**config.mk**
```make
export PLATFORM = sky130hd
export DESIGN_NAME = irq_ctrl
export DESIGN_NICKNAME = d
export VERILOG_FILES = /design/src/rtl/irq_pkg.sv /design/src/rtl/irq_evt_detect.sv /design/src/rtl/irq_status_bank.sv /design/src/rtl/irq_regfile.sv /design/src/rtl/irq_ctrl.sv
export SDC_FILE = /design/constraint.sdc
export NUM_CORES = 1
export LEC_CHECK = 0
export BUFFER_PORTS_ARGS = -buffer_cell sky130_fd_sc_hd__buf_2
export CAP_MARGIN = 20
export CORE_MARGIN = 5
export CORE_UTILIZATION = 51
export CTS_CLUSTER_DIAMETER = 120
export DETAILED_ROUTE_END_ITERATION = 8
export PLACE_DENSITY = 0.77
export SYNTH_ARGS = -nofsm -noshare
export SYNTH_HDL_FRONTEND = slang
export SYNTH_SLANG_ARGS = --single-unit
```
**constraint.sdc**
```tcl
create_clock -name clk -period 1.6 [get_ports clk]
set_input_delay 0.32 -clock clk [delete_from_list [all_inputs] [get_ports clk]]
set_output_delay 0.32 -clock clk [all_outputs]
set_load 0.01 [all_outputs]
```
**src/rtl/irq_pkg.sv**
```systemverilog
package irq_pkg;

    localparam int ADDR_W = 2;

    typedef enum logic [ADDR_W-1:0] {
        SEL_RAW  = 2'd0,
        SEL_STAT = 2'd1,
        SEL_MASK = 2'd2,
        SEL_RSVD = 2'd3
    } reg_sel_e;

    typedef struct packed {
        logic     rd;
        logic     wr;
        reg_sel_e sel;
        logic     clr_stat;
        logic     wr_mask;
    } access_t;

    function automatic access_t decode_access(input logic valid,
                                              input logic write,
                                              input logic [ADDR_W-1:0] addr);
        access_t a;
        a.rd       = valid && !write;
        a.wr       = valid && write;
        a.sel      = reg_sel_e'(addr);
        a.clr_stat = valid && (reg_sel_e'(addr) == SEL_STAT);
        a.wr_mask  = valid && write && (reg_sel_e'(addr) == SEL_MASK);
        return a;
    endfunction

endpackage

```
**src/rtl/irq_evt_detect.sv**
```systemverilog
module irq_evt_detect #(
    parameter int          N_SRC    = 8,
    parameter logic [N_SRC-1:0] EDGE_SEL = 8'hF0
) (
    input  logic             clk,
    input  logic             rst,
    input  logic [N_SRC-1:0] cond_i,
    output logic [N_SRC-1:0] evt_o
);
    for (genvar i = 0; i < N_SRC; i++) begin : g_src
        if (EDGE_SEL[i]) begin : g_edge
            logic prev_q;
            always_ff @(posedge clk) begin
                if (rst) prev_q <= 1'b0;
                else     prev_q <= cond_i[i];
            end
            assign evt_o[i] = cond_i[i] && !prev_q;
        end else begin : g_level
            assign evt_o[i] = cond_i[i];
        end
    end
endmodule

```
**src/rtl/irq_status_bank.sv**
```systemverilog
module irq_status_bank #(
    parameter int N_SRC = 8
) (
    input  logic             clk,
    input  logic             rst,
    input  logic [N_SRC-1:0] evt_i,
    input  logic             clr_i,
    output logic [N_SRC-1:0] status_o
);
    logic [N_SRC-1:0] status_q;
    logic [N_SRC-1:0] status_d;

    always_comb begin
        if (clr_i) status_d = evt_i;
        else       status_d = status_q | evt_i;
    end

    always_ff @(posedge clk) begin
        if (rst) status_q <= '0;
        else     status_q <= status_d;
    end

    assign status_o = status_q;
endmodule

```
**src/rtl/irq_regfile.sv**
```systemverilog
module irq_regfile
    import irq_pkg::*;
#(
    parameter int N_SRC = 8
) (
    input  logic             clk,
    input  logic             rst,
    input  access_t          acc_i,
    input  logic [N_SRC-1:0] wdata_i,
    input  logic [N_SRC-1:0] cond_i,
    input  logic [N_SRC-1:0] status_i,
    output logic [N_SRC-1:0] mask_o,
    output logic             rvalid_o,
    output logic [N_SRC-1:0] rdata_o,
    output logic             irq_o
);
    logic [N_SRC-1:0] mask_q;
    logic [N_SRC-1:0] rd_mux;
    logic             rvalid_q;
    logic [N_SRC-1:0] rdata_q;
    logic             irq_q;

    always_comb begin
        unique case (acc_i.sel)
            SEL_RAW:  rd_mux = cond_i;
            SEL_STAT: rd_mux = status_i;
            SEL_MASK: rd_mux = mask_q;
            default:  rd_mux = '0;
        endcase
    end

    always_ff @(posedge clk) begin
        if (rst) begin
            mask_q   <= '1;
            rvalid_q <= 1'b0;
            rdata_q  <= '0;
            irq_q    <= 1'b0;
        end else begin
            if (acc_i.wr_mask) mask_q <= wdata_i;
            rvalid_q <= acc_i.rd;
            if (acc_i.rd) rdata_q <= rd_mux;
            irq_q <= |(status_i & ~mask_q);
        end
    end

    assign mask_o   = mask_q;
    assign rvalid_o = rvalid_q;
    assign rdata_o  = rdata_q;
    assign irq_o    = irq_q;
endmodule

```
**src/rtl/irq_ctrl.sv**
```systemverilog
module irq_ctrl
    import irq_pkg::*;
#(
    parameter int               N_SRC    = 8,
    parameter logic [N_SRC-1:0] EDGE_SEL = 8'hF0
) (
    input  logic             clk,
    input  logic             rst,
    input  logic [N_SRC-1:0] cond_i,
    input  logic             req_valid,
    input  logic             req_write,
    input  logic [1:0]       req_addr,
    input  logic [N_SRC-1:0] req_wdata,
    output logic             rsp_valid,
    output logic [N_SRC-1:0] rsp_rdata,
    output logic             irq
);
    access_t          acc;
    logic [N_SRC-1:0] evt_w;
    logic [N_SRC-1:0] status_w;
    logic [N_SRC-1:0] mask_w;

    assign acc = decode_access(req_valid, req_write, req_addr);

    irq_evt_detect #(.N_SRC(N_SRC), .EDGE_SEL(EDGE_SEL)) u_det (
        .clk    (clk),
        .rst    (rst),
        .cond_i (cond_i),
        .evt_o  (evt_w)
    );

    irq_status_bank #(.N_SRC(N_SRC)) u_stat (
        .clk      (clk),
        .rst      (rst),
        .evt_i    (evt_w),
        .clr_i    (acc.clr_stat),
        .status_o (status_w)
    );

    irq_regfile #(.N_SRC(N_SRC)) u_rf (
        .clk      (clk),
        .rst      (rst),
        .acc_i    (acc),
        .wdata_i  (req_wdata),
        .cond_i   (cond_i),
        .status_i (status_w),
        .mask_o   (mask_w),
        .rvalid_o (rsp_valid),
        .rdata_o  (rsp_rdata),
        .irq_o    (irq)
    );
endmodule

```
==> After elaboration in Yosys (flattened, before gate mapping) <==
Index checks and enable logic that the tools add are counted.
{ "totals": {"ff_bits": 30, "inputBits": 22, "output_inout_bits": 10, "wordCells": 31} }
{ "classes": {"eq_ne": 2, "mux": 2, "bitwise_logic": 3, "n_reduce_logical": 15} }
{ "op_table": {"columns": ["op", "n"], "rows": [
  ["$pmux 8 s3", 1],
  ["$and 8x8->8", 1],
  ["$logic_and 1x1->1", 8],
  ["$mux 8", 1],
  ["$not 8->8", 1],
  ["$or 8x8->8", 1],
  ["$reduce_or 8->1", 1],
  ["$logic_not 1->1", 5],
  ["$eq 2x1->1 const B", 1],
  ["$eq 2x2->1 const B", 1],
  ["$logic_not 2->1", 1]
]} }

==> Logic depth before layout (Yosys ltp) <==
{ "logic_depth": {"depth_word": 4, "ltp_mapped": 5, "ltp_nobuf": 3} }

==> Cells and area by module <==
From an unflattened synthesis, not the netlist that was laid out.
{ "hier_totals": {"hier_cells": 141, "area_unflattened_um2": 1348.8} }
{ "by_module_without_submodules": {"columns": ["mod", "instances", "cells_per_inst", "area_per_inst_um2", "seq_area_each_um2"], "rows": [
  ["irq_regfile", 1, 88, 840.8, 360.3],
  ["irq_status_bank", 1, 33, 304.0, 160.2],
  ["irq_evt_detect", 1, 16, 170.2, 80.1],
  ["irq_ctrl", 1, 4, 33.8, 0.0]
]} }

==> Worst setup path after synthesis <==
OpenSTA, ideal clock, no wires.
{ "synth_timing": {"path_kind": "input port to flip-flop", "startpoint": "in req_write", "endpoint": "reg u_rf.rdata_q[7], in the netlist u_rf.rdata_o[7]", "setup_time_ns": 0.132, "arrival_ns": 1.102, "t_required_ns": 1.468, "path_slack_ns": 0.366, "path_stages": 5, "path_buffers": 2, "path_cell_list": "nand2b_1 > buf_6 > buf_6 > a222oi_1 > nor3_1"} }
{ "synth_via": {"elab_chain_len": 2} }
{ "synth_rtl": {"columns": ["item", "line", "text"], "rows": [
  ["start, declared", "irq_ctrl.sv:11", "input logic req_write,"],
  ["$logic_not 1->1", "irq_pkg.sv:24", "a.rd = valid && !write;"],
  ["$logic_and 1x1->1", "irq_pkg.sv:24", null],
  ["end signal, assigned", "irq_regfile.sv:41", "if (acc_i.rd) rdata_q <= rd_mux;"],
  ["end, declared", "irq_regfile.sv:20", "logic [N_SRC-1:0] rdata_q;"]
]} }
Every way passes these cells.
A chain may end at the register's enable or synchronous reset.

==> Worst setup path in the final report <==
{ "layout_timing": {"startpoint": "reg u_stat.status_q[2], in the netlist u_stat.status_o[2]", "endpoint": "reg u_rf.irq_q, in the netlist u_rf.irq_o"} }
{ "layout_via": {"elab_chain_len": 2} }
{ "layout_rtl": {"columns": ["item", "line", "text"], "rows": [
  ["start, declared", "irq_status_bank.sv:10", "logic [N_SRC-1:0] status_q;"],
  ["start signal, assigned", "irq_status_bank.sv:20", "else status_q <= status_d;"],
  ["$and 8x8->8", "irq_regfile.sv:42", "irq_q <= |(status_i & ~mask_q);"],
  ["$reduce_or 8->1", "irq_regfile.sv:42", null],
  ["end signal, assigned", "irq_regfile.sv:42", null],
  ["end, declared", "irq_regfile.sv:21", "logic irq_q;"]
]} }
Every way passes these cells.

==> results.md <==
* Number of global-route vias before repair at 1068
* Reg2Reg Depth at 3
* Status: finished, final reports clean
* Syn Area/Cell at 10.16 um2
* Reg area at 600.6 um2
* CP required at 1790 ps
* Die Area at 3709 um2
* Global route total overflow at 0
* Final worst clock skew at 2.928 ps
* Inserted Clock Buffers at 5
* Largest area contributor in the netlist: dfxtp_1
* Htree depth at 2
* Largest net degree at the start of global routing at 31
* Longest Clk Path Bufs at 2
* Post-synth ARST share at 0%
* Vias at 1086
* Peak VDD IR at 0.6514 mV
* Top-area cell type share of the netlist area at 45.45%
* Area of the multi-input gates at 634.4 um2
* Synth Instances at 130
* Final Max Slew Viols at 0
* Most common cell in the synthesized netlist: dfxtp_1
* Drt pass-1 iters at 6
* Setup TNS at 0 ps
* Wire length after detailed routing at 2840 um
* Wire per inst at 14.79 um
* Die Wd at 60.90 um
* Kind of end point of the critical path: flop
* Hold path depth at 2
* RR Startpoint: u_stat.status_o[2]
* Initial antenna violation count at 0
* Final setup violation count at 0
* Main synth FF type: dfxtp_1
* Slew HR at 64.29%
* DRT iter0 DRCs at 83
* Max_cap viols at 0
* Peak fanout along the critical path at 3
* RR Endpoint: u_rf.irq_o
* Critical Path AT at 1420 ps
* Kind of critical path: reg2reg
* PD cells at 925.9 nW/um2
* Std-Cell Rows at 18
* Post-CTS Hold Buffers at 0
* Vias per Instance at 5.656
* Synth cell count leaders: dfxtp_1, nor2b_1, nor2_1
* Die height at 60.90 um
* Global-route wire length before repair at 4816 um
* Synthesized cell area at 1321 um2
* Endpoint, Worst Hold: u_rf.mask_o[6]
* Fin area at 1510 um2
* RSZ-0062 raised after global routing: no
* Share of cells above drive strength 1 at 29.63%
* Hpwl dp at 2037 um
* Startpoint Class: flop
* Ant diodes at 0
* HP Start: req_wdata[6]
* Flop-to-flop setup slack at 370 ps
* FILL cells at 228
* Slew @ Worst Pin at 522.1 ps
* Static leakage at 0.6975 nW
* Fin crit share at 77.09%
* Initial core utilization at 53.33%
* Layout area overhead at 14.30%
* Yosys cell types at 23
* IO buf count at 31
* Final hold viol count at 0
* Clock transition at path regs at 80 ps
* Clk Latency, worst-skew pair at 320 ps
* CTS tree: built
* Tot GR Track Use at 18.12%
* Sequential area share after synthesis at 45.45%
* Min-Delay Path Class: in2reg
* Synth area leaders: dfxtp_1, mux2_2, a222oi_1, mux2i_1, a211o_1
* Fin nets at 184
* FF+latch count, synth at 30
* Setup Fix Bufs, Post-CTS at 0
* CTS Root Cell: clkbuf_4
* Area of the core at 2477 um2
* Post-route ant nets at 0
* Post-cts resize count at 0
* Fmax at 810.7 MHz
* Minimum clock period at 1234 ps
* Ys Warns at 0
* Drt drc at 0
* Placement Cell Area at 1465 um2
* Net Count, Synth at 152
* I/O Pins at 32
* Sink Count at 30
* Post-synth EDFFs at 0
* RePlAce Congestion at 0.8147
registers in the layout (all words and copies together) (netlist names):
signal	flops
u_det.g_src.g_edge.prev_q	4
u_rf.irq_o	1
u_rf.mask_o	8
u_rf.rdata_o	8
u_rf.rvalid_o	1
u_stat.status_o	8
cell usage in the layout (no fill, tap or decap), types with 5 or more instances in the layout:
master and count:
buf_2 31, dfxtp_1 30, nor2b_1 11, nor2_1 9, a21oi_1 8, and2_1 8, a211o_1 8, mux2_2 8
a222oi_1 8, mux2i_1 8, nor3_1 8, inv_1 6, clkbuf_4 5
per-stage QoR:
| step | hold slack (ps) | instances | util, % | power [mW] | setup slack [ps] |
|---|---|---|---|---|---|
| after floorplan | 437.4 | 130 | - | 0.9558 | 365.7 |
| after global placement | 484.2 | 185 | 59.14 | 1.007 | 144.0 |
| after detailed placement | 493.4 | 185 | 59.14 | 1.016 | 88.22 |
| after CTS | 185.9 | 192 | 60.96 | 1.418 | 355.0 |
| after global routing | 185.4 | 192 | 60.96 | 1.485 | 319.1 |
| final | 199.4 | 192 | 60.96 | 1.398 | 366.5 |
report_power, final:
group          switching (mW)  internal, mW
logic                  0.0937        0.0983
clock network           0.234         0.165
registers              0.0237         0.783
how the worst max path moves through the flow:
stage / startpoint / endpoint / slack [ps] / cells past startpoint
after floorplan: req_write / u_rf.rdata_o[7] / 370 / 5
after global placement: req_addr[0] / u_rf.mask_o[2] / 140 / 4
after detailed placement: req_addr[0] / u_rf.mask_o[1] / 90 / 4
after CTS: u_stat.status_o[2] / u_rf.irq_o / 360 / 3
after global routing: u_rf.mask_o[2] / u_rf.irq_o / 320 / 3
final: u_stat.status_o[2] / u_rf.irq_o / 370 / 3
worst max-delay path, cell delays in order (launching register included):
cell,delay [ps]
dfxtp_1,330
nor2b_1,120
a2111oi_0,510
a31oi_1,150
cell families (layout without fill, tap and decap cells):
| group | Yosys count | count (layout) | share of synthesized area, % |
|---|---|---|---|
| and+or+nand+nor | 42 | 42 | 18.47 |
| buffers and inverters | 14 | 46 | 6.534 |
| DFF | 30 | 30 | 45.45 |
| AOI/OAI and AO/OA | 28 | 28 | 16.67 |
| muxes | 16 | 16 | 12.88 |
metal layers:
| layer | global-route usage, % | part of all wire [%] |
|---|---|---|
| met1 | 21.90 | 44 |
| met4 | 11.76 | 1.8 |
| met2 | 28.24 | 48 |
| met5 | 0 | 0 |
| met3 | 4.894 | 6.0 |
layout make-up:
cell class,count,area share (%)
flip-flops and latches,30,39.77
inverters,6,1.491
clock buffers,7,2.983
well taps,30,2.485
repair buffers,33,11.27
multi-input cells,86,42.00
No activity file was read; power rests on OpenSTA's default activity.
